File: src/rtl/treelet_binder_pkg.sv
package treelet_binder_pkg;
  typedef enum logic {
    POL_LAZY     = 1'b0,
    POL_BALANCED = 1'b1
  } bind_policy_e;

  function automatic int unsigned max_u(input int unsigned a, input int unsigned b);
    return (a > b) ? a : b;
  endfunction
endpackage

File: src/rtl/binder_count_bank.sv
module binder_count_bank #(
  parameter int N_QUEUE = 8,
  parameter int CNT_W   = 8,
  localparam int QID_W  = $clog2(N_QUEUE)
) (
  input  logic             clk,
  input  logic             rst_n,
  input  logic             enq_valid,
  input  logic [QID_W-1:0] enq_qid,
  input  logic             deq_valid,
  input  logic [QID_W-1:0] deq_qid,
  output logic [CNT_W-1:0] cnt [N_QUEUE]
);
  localparam logic [CNT_W-1:0] CNT_MAX = '1;

  logic [N_QUEUE-1:0] inc;
  logic [N_QUEUE-1:0] dec;

  always_comb begin
    for (int q = 0; q < N_QUEUE; q++) begin
      inc[q] = enq_valid && (enq_qid == QID_W'(q));
      dec[q] = deq_valid && (deq_qid == QID_W'(q));
    end
  end

  always_ff @(posedge clk) begin
    if (!rst_n) begin
      for (int q = 0; q < N_QUEUE; q++) cnt[q] <= '0;
    end else begin
      for (int q = 0; q < N_QUEUE; q++) begin
        if (inc[q] && !dec[q] && cnt[q] != CNT_MAX) cnt[q] <= cnt[q] + 1'b1;
        else if (dec[q] && !inc[q] && cnt[q] != '0) cnt[q] <= cnt[q] - 1'b1;
      end
    end
  end

  generate
    for (genvar q = 0; q < N_QUEUE; q++) begin : g_chk
      // a dequeue at zero leaves the count at zero
      p_deq_floor_r3: assert property (@(posedge clk) disable iff (!rst_n)
        (dec[q] && !inc[q] && cnt[q] == '0) |=> cnt[q] == '0);
      // the count stops at its ceiling
      p_enq_saturate_r2: assert property (@(posedge clk) disable iff (!rst_n)
        (inc[q] && !dec[q] && cnt[q] == CNT_MAX) |=> cnt[q] == CNT_MAX);
      // paired update keeps the count
      p_pair_hold_r3: assert property (@(posedge clk) disable iff (!rst_n)
        (inc[q] && dec[q]) |=> $stable(cnt[q]));
    end
  endgenerate
endmodule

File: src/rtl/binder_table.sv
module binder_table #(
  parameter int N_PROC  = 16,
  parameter int N_QUEUE = 8,
  localparam int QID_W  = $clog2(N_QUEUE),
  localparam int PID_W  = $clog2(N_PROC)
) (
  input  logic              clk,
  input  logic              rst_n,
  input  logic [N_PROC-1:0] proc_empty,
  input  logic              commit,
  input  logic [PID_W-1:0]  commit_proc,
  input  logic [QID_W-1:0]  commit_qid,
  input  logic [QID_W-1:0]  look_qid,
  output logic [N_PROC-1:0] waiting,
  output logic [PID_W:0]    nbound [N_QUEUE],
  output logic              look_hit,
  output logic [PID_W-1:0]  look_proc
);
  logic [N_PROC-1:0] bound_v;
  logic [QID_W-1:0]  bound_q [N_PROC];

  always_ff @(posedge clk) begin
    if (!rst_n) begin
      bound_v <= '0;
      waiting <= '0;
      for (int p = 0; p < N_PROC; p++) bound_q[p] <= '0;
    end else begin
      for (int p = 0; p < N_PROC; p++) begin
        if (proc_empty[p]) begin
          bound_v[p] <= 1'b0;
          waiting[p] <= 1'b1;
        end else if (commit && commit_proc == PID_W'(p)) begin
          bound_v[p] <= 1'b1;
          bound_q[p] <= commit_qid;
          waiting[p] <= 1'b0;
        end
      end
    end
  end

  always_comb begin
    for (int q = 0; q < N_QUEUE; q++) begin
      nbound[q] = '0;
      for (int p = 0; p < N_PROC; p++)
        if (bound_v[p] && bound_q[p] == QID_W'(q)) nbound[q] = nbound[q] + 1'b1;
    end
  end

  always_comb begin
    look_hit  = 1'b0;
    look_proc = '0;
    for (int p = N_PROC - 1; p >= 0; p--) begin
      if (bound_v[p] && bound_q[p] == look_qid) begin
        look_hit  = 1'b1;
        look_proc = PID_W'(p);
      end
    end
  end

  // only a waiting processor is ever granted
  p_commit_waiting_r8: assert property (@(posedge clk) disable iff (!rst_n)
    commit |-> waiting[commit_proc]);

  generate
    for (genvar p = 0; p < N_PROC; p++) begin : g_chk
      // a released processor is out of the table next cycle
      p_release_r4: assert property (@(posedge clk) disable iff (!rst_n)
        proc_empty[p] |=> (!bound_v[p] && waiting[p]));
      // a waiting processor never appears bound
      p_wait_unbound_r4: assert property (@(posedge clk) disable iff (!rst_n)
        waiting[p] |-> !bound_v[p]);
    end
  endgenerate
endmodule

File: src/rtl/binder_pick.sv
module binder_pick
  import treelet_binder_pkg::*;
#(
  parameter int N_PROC        = 16,
  parameter int N_QUEUE       = 8,
  parameter int CNT_W         = 8,
  parameter int RAYS_PER_PROC = 4,
  localparam int QID_W = $clog2(N_QUEUE),
  localparam int PID_W = $clog2(N_PROC),
  localparam int SC_W  = int'(max_u(CNT_W, PID_W + 1)) + $clog2(RAYS_PER_PROC) + 1
) (
  input  logic             policy_sel,
  input  logic [CNT_W-1:0] cnt    [N_QUEUE],
  input  logic [PID_W:0]   nbound [N_QUEUE],
  output logic             found,
  output logic [QID_W-1:0] sel_qid
);
  logic [N_QUEUE-1:0] elig;
  logic [SC_W-1:0]    score [N_QUEUE];
  bind_policy_e       pol;

  assign pol = bind_policy_e'(policy_sel);

  generate
    for (genvar q = 0; q < N_QUEUE; q++) begin : g_score
      logic [SC_W-1:0] wide_cnt;
      logic [SC_W-1:0] ceil_req;
      logic [SC_W-1:0] req;
      logic [SC_W-1:0] nb;
      logic            el;
      logic [SC_W-1:0] sc;

      always_comb begin
        wide_cnt = SC_W'(cnt[q]);
        nb       = SC_W'(nbound[q]);
        ceil_req = (wide_cnt + SC_W'(RAYS_PER_PROC - 1)) / SC_W'(RAYS_PER_PROC);
        req      = (ceil_req > SC_W'(N_PROC)) ? SC_W'(N_PROC) : ceil_req;
        if (pol == POL_BALANCED) begin
          el = req > nb;
          sc = req - nb;
        end else begin
          el = cnt[q] != '0;
          sc = wide_cnt;
        end
      end

      assign elig[q]  = el;
      assign score[q] = sc;
    end
  endgenerate

  always_comb begin
    logic [SC_W-1:0] best;
    found   = 1'b0;
    sel_qid = '0;
    best    = '0;
    for (int q = 0; q < N_QUEUE; q++) begin
      if (elig[q] && (!found || score[q] > best)) begin
        found   = 1'b1;
        sel_qid = QID_W'(q);
        best    = score[q];
      end
    end
  end
endmodule

File: src/rtl/treelet_binder.sv
module treelet_binder #(
  parameter int N_PROC        = 16,
  parameter int N_QUEUE       = 8,
  parameter int NODE_W        = 12,
  parameter int CNT_W         = 8,
  parameter int RAYS_PER_PROC = 4,
  localparam int QID_W = $clog2(N_QUEUE),
  localparam int PID_W = $clog2(N_PROC)
) (
  input  logic              clk,
  input  logic              rst_n,
  input  logic              policy,
  input  logic              enq_valid,
  input  logic [NODE_W-1:0] enq_node,
  input  logic              deq_valid,
  input  logic [QID_W-1:0]  deq_qid,
  input  logic [N_PROC-1:0] proc_empty,
  output logic              bind_valid,
  input  logic              bind_ready,
  output logic [PID_W-1:0]  bind_proc,
  output logic [QID_W-1:0]  bind_qid,
  input  logic [NODE_W-1:0] route_node,
  output logic              route_hit,
  output logic [PID_W-1:0]  route_proc
);
  logic [CNT_W-1:0]  cnt    [N_QUEUE];
  logic [PID_W:0]    nbound [N_QUEUE];
  logic [N_PROC-1:0] waiting;
  logic              found;
  logic [QID_W-1:0]  sel_qid;
  logic              have_wait;
  logic [PID_W-1:0]  first_wait;
  logic              load;
  logic              out_v;
  logic [PID_W-1:0]  out_p;
  logic [QID_W-1:0]  out_q;

  binder_count_bank #(.N_QUEUE(N_QUEUE), .CNT_W(CNT_W)) u_cnt (
    .clk       (clk),
    .rst_n     (rst_n),
    .enq_valid (enq_valid),
    .enq_qid   (enq_node[NODE_W-1 -: QID_W]),
    .deq_valid (deq_valid),
    .deq_qid   (deq_qid),
    .cnt       (cnt)
  );

  binder_table #(.N_PROC(N_PROC), .N_QUEUE(N_QUEUE)) u_tab (
    .clk         (clk),
    .rst_n       (rst_n),
    .proc_empty  (proc_empty),
    .commit      (load),
    .commit_proc (first_wait),
    .commit_qid  (sel_qid),
    .look_qid    (route_node[NODE_W-1 -: QID_W]),
    .waiting     (waiting),
    .nbound      (nbound),
    .look_hit    (route_hit),
    .look_proc   (route_proc)
  );

  binder_pick #(
    .N_PROC(N_PROC), .N_QUEUE(N_QUEUE), .CNT_W(CNT_W), .RAYS_PER_PROC(RAYS_PER_PROC)
  ) u_pick (
    .policy_sel (policy),
    .cnt        (cnt),
    .nbound     (nbound),
    .found      (found),
    .sel_qid    (sel_qid)
  );

  always_comb begin
    have_wait  = 1'b0;
    first_wait = '0;
    for (int p = N_PROC - 1; p >= 0; p--) begin
      if (waiting[p]) begin
        have_wait  = 1'b1;
        first_wait = PID_W'(p);
      end
    end
  end

  assign load = have_wait && found && (!out_v || bind_ready);

  always_ff @(posedge clk) begin
    if (!rst_n) begin
      out_v <= 1'b0;
      out_p <= '0;
      out_q <= '0;
    end else if (load) begin
      out_v <= 1'b1;
      out_p <= first_wait;
      out_q <= sel_qid;
    end else if (bind_ready) begin
      out_v <= 1'b0;
    end
  end

  assign bind_valid = out_v;
  assign bind_proc  = out_p;
  assign bind_qid   = out_q;

  // a stalled offer holds its payload
  p_offer_hold_r9: assert property (@(posedge clk) disable iff (!rst_n)
    (out_v && !bind_ready) |=> (out_v && $stable(out_p) && $stable(out_q)));
  // the chosen queue always holds rays
  p_pick_nonempty_r7: assert property (@(posedge clk) disable iff (!rst_n)
    found |-> cnt[sel_qid] != '0);
  // an offered processor is visible to lookups on its queue
  p_offer_in_table_r9: assert property (@(posedge clk) disable iff (!rst_n)
    load |=> (nbound[out_q] != '0));
endmodule

File: config.mk
export PLATFORM = sky130hd
export DESIGN_NAME = treelet_binder
export DESIGN_NICKNAME = d
export VERILOG_FILES = /design/src/rtl/treelet_binder_pkg.sv /design/src/rtl/binder_count_bank.sv /design/src/rtl/binder_table.sv /design/src/rtl/binder_pick.sv /design/src/rtl/treelet_binder.sv
export SDC_FILE = /design/constraint.sdc
export NUM_CORES = 1
export LEC_CHECK = 0
export CAP_MARGIN = 20
export CORE_MARGIN = 5
export CORE_UTILIZATION = 55
export DETAILED_ROUTE_END_ITERATION = 7
export DONT_BUFFER_PORTS = 1
export GPL_TIMING_DRIVEN = 0
export MAX_ROUTING_LAYER = met4
export PLACE_DENSITY = 0.69
export SYNTH_ARGS = -nofsm -noshare
export SYNTH_HDL_FRONTEND = slang
export SYNTH_SLANG_ARGS = --single-unit
File: constraint.sdc
create_clock -name clk -period 48.3 [get_ports clk]
set_input_delay 2.415 -clock clk [delete_from_list [all_inputs] [get_ports clk]]
set_output_delay 2.415 -clock clk [all_outputs]
set_load 0.1 [all_outputs]
==> run summary <==
Max Transition Viols Final: 0
clk sinks: 152
DP Cell Count: 4265
CTS tree: built
post-synth top area share: 13.0%
YS warnings: 0
GRT Total Usage: 31.1%
Post-DP HPWL: 68700 um
Via density: 6.19
HP Class: reg2reg
Leakage: 12.4 nW
max cap viols: 0
largest net degree at the start of global routing: 17
CP Max Fanout: 10
Worst-Skew Late Latency: 0.49 ns
FF+latch count, synth: 152
Slew headroom: 27.0%
Post-synth EDFFs: 48
Setup Viol. Count Final: 0
Crit Path Class: reg2reg
post-DR wirelength/cell: 19.4 um
# rows: 81
initial antenna violation count: 1
GR Overflow Total: 0
status: finished, final reports clean
WL final: 83600 um
gpl congestion: 0.975
vias: 26615
Crit path top cell by count: o21a_1
library cells used by synthesis: 106
cts repair resizes: 0
main flop type after synthesis: dfxtp_1
clock buffer depth: 2
Avg Synthesized Cell Area: 7.62 sq um
Die W: 233 um
H-tree depth: 4
Area growth, synth to finish: 5.73%
worst clock skew: 0.0131 ns
crit end category: flop
global-route wire length before repair: 131000 um
Root Buffer: clkbuf_16
share of cells above drive strength 1: 4.92%
Ports: 62
core box area: 0.0491 sq mm
Initial Util: 55.7%
DR DRC count: 0
Num CTS Buffers: 17
setup TNS: 0 ns
CP max-delay cell: o31ai_1
die area: 0.0542 sq mm
asr flop ratio synth: 0%
startpoint types: flop
vias in the first global route: 24736
non-filler instance count after layout: 4302
CTS hold repair buffers: 0
Post-CTS Repair Setup Buffers: 0
number of I/O port buffers: 0
Post-Syn Instances: 3585
period utilization: 67.2%
cell taking the most area after synthesis: ha_1
post-route minimum period: 32.46 ns
Fmax achieved: 30.8 MHz
final hold vios: 0
Power, Total: 0.783 mW
fin nets: 3974
worst slew pin tran: 1.08 ns
antenna viol nets, final: 0
sequential area share after synthesis: 12.9%
CP peak stage delay: 0.88 ns
largest cells by area after synthesis: ha_1 13%, xnor2_1 10%, dfxtp_1 7.6%
Die Y: 233 um
critical path data required time: 48.46 ns
Iteration-0 DRC Markers: 2421
Pwr per Cell Area: 27.1 mW/mm^2
clk slew on worst S/H paths: 0.06 ns
first-pass iteration count of the detailed router: 6
worst ir drop on vdd: 27.3 uV
RSZ-0062 raised after global routing: false
final core utilization: 58.9%
Cell Area, Synth: 0.0273 sq mm
crit path DAT: 32.63 ns
## cell type report
| cell class | instances | area, sq um |
|---|---|---|
| Antenna cell | 1 | 2.50 |
| Buffer | 136 | 568 |
| Clock buffer | 19 | 433 |
| Clock inverter | 13 | 95.1 |
| Fill cell | 4612 | 20200 |
| Inverter | 179 | 676 |
| Multi-Input combinational cell | 3124 | 22600 |
| Sequential cell | 152 | 3520 |
| Tap cell | 664 | 831 |
| Timing Repair Buffer | 14 | 155 |
## cell usage after synthesis (76+ instances only)
| cell | count |
|---|---|
| nand2_1 | 359 |
| nor2_1 | 349 |
| xnor2_1 | 327 |
| ha_1 | 285 |
| inv_1 | 176 |
| a21oi_1 | 163 |
| xor2_1 | 144 |
| o21ai_0 | 113 |
| dfxtp_1 | 104 |
| clkbuf_1 | 103 |
| nor3_1 | 103 |
| nand3_1 | 102 |
| nand4_1 | 101 |
| a21o_1 | 88 |
| nor2b_1 | 86 |
| mux2i_1 | 78 |
| o21a_1 | 76 |
## kinds of logic (layout without fill, tap and decap cells)
kind of cell / Yosys count / after routing / synth area share [%]
XOR/XNOR: 510 / 510 / 18.2
flip-flops: 152 / 152 / 12.9
other: 1 / 8 / 0.0137
buffers and inverters: 315 / 361 / 4.55
AO/OA/AOI/OAI: 777 / 777 / 19.3
multiplexers: 110 / 110 / 4.18
adder cells (fa/ha/maj): 301 / 301 / 14.2
AND/OR/NAND/NOR: 1419 / 1419 / 26.7
## worst max-delay path, delay by kind of cell, from the launching register on
family          cells  cell delay (ns)
buf+inv            11             3.70
mux                 2             0.49
fa+ha+maj          15             4.70
simple gates       22             4.40
compound gates     87            16.50
flops               1             0.53
xor+xnor            7             1.75
## registers in the layout, indices dropped and copies added, names as in the netlist
name and flops:
bind_qid 3, u_tab.bound_q 48, bind_proc 4, u_tab.bound_v 16, u_tab.waiting 16, u_cnt.cnt 64
bind_valid 1
## through the flow
stage | hold slack (ns) | worst slack [ns] | instance area (sq um)
global placement | 0.498 | 16.06 | 28200
detailed placement | 0.510 | 16.37 | 28300
finish | 0.525 | 15.84 | 28900
CTS | 0.522 | 16.19 | 28900
global route | 0.542 | 14.01 | 28900
floorplan | 0.461 | 21.79 | 27300
## layout by cell type (no fill, tap or decap), drive strengths merged, types with 104 or more instances in the layout
master | Yosys | layout
nor2 | 350 | 350
a21oi | 163 | 163
inv | 177 | 182
ha | 285 | 285
clkbuf | 105 | 127
nand2 | 359 | 359
xor2 | 147 | 147
dfxtp | 104 | 104
xnor2 | 336 | 336
o21ai | 114 | 114
## power by group
| group | switching [mW] | leakage, nW | internal [mW] |
|---|---|---|---|
| Combinational | 0.283 | 10.8 | 0.190 |
| Sequential | 0.0278 | 1.35 | 0.151 |
| Clock | 0.0643 | 0.253 | 0.0659 |
## path summary, 6_finish.rpt
| path | startpoint | end | depth (start not counted) | slack [ns] |
|---|---|---|---|---|
| worst min register to register | u_tab.waiting[9] | u_tab.waiting[9] | 2 | 0.52 |
| worst min-delay path | u_tab.waiting[9] | u_tab.waiting[9] | 2 | 0.52 |
| worst max register to register | u_tab.bound_q[0][2] | u_tab.bound_q[5][2] | 144 | 15.84 |
| worst max-delay path | u_tab.bound_q[0][2] | u_tab.bound_q[5][2] | 144 | 15.84 |
## routing by layer
layer	global-route usage, %	share of wire [%]	vias up
li1	-	-	13003
met1	43.4	48	12696
met2	48.2	44	832
met3	4.03	6.8	84
met4	7.00	1.8	0
met5	-	0	-
Power figures use the tool's default switching activity.
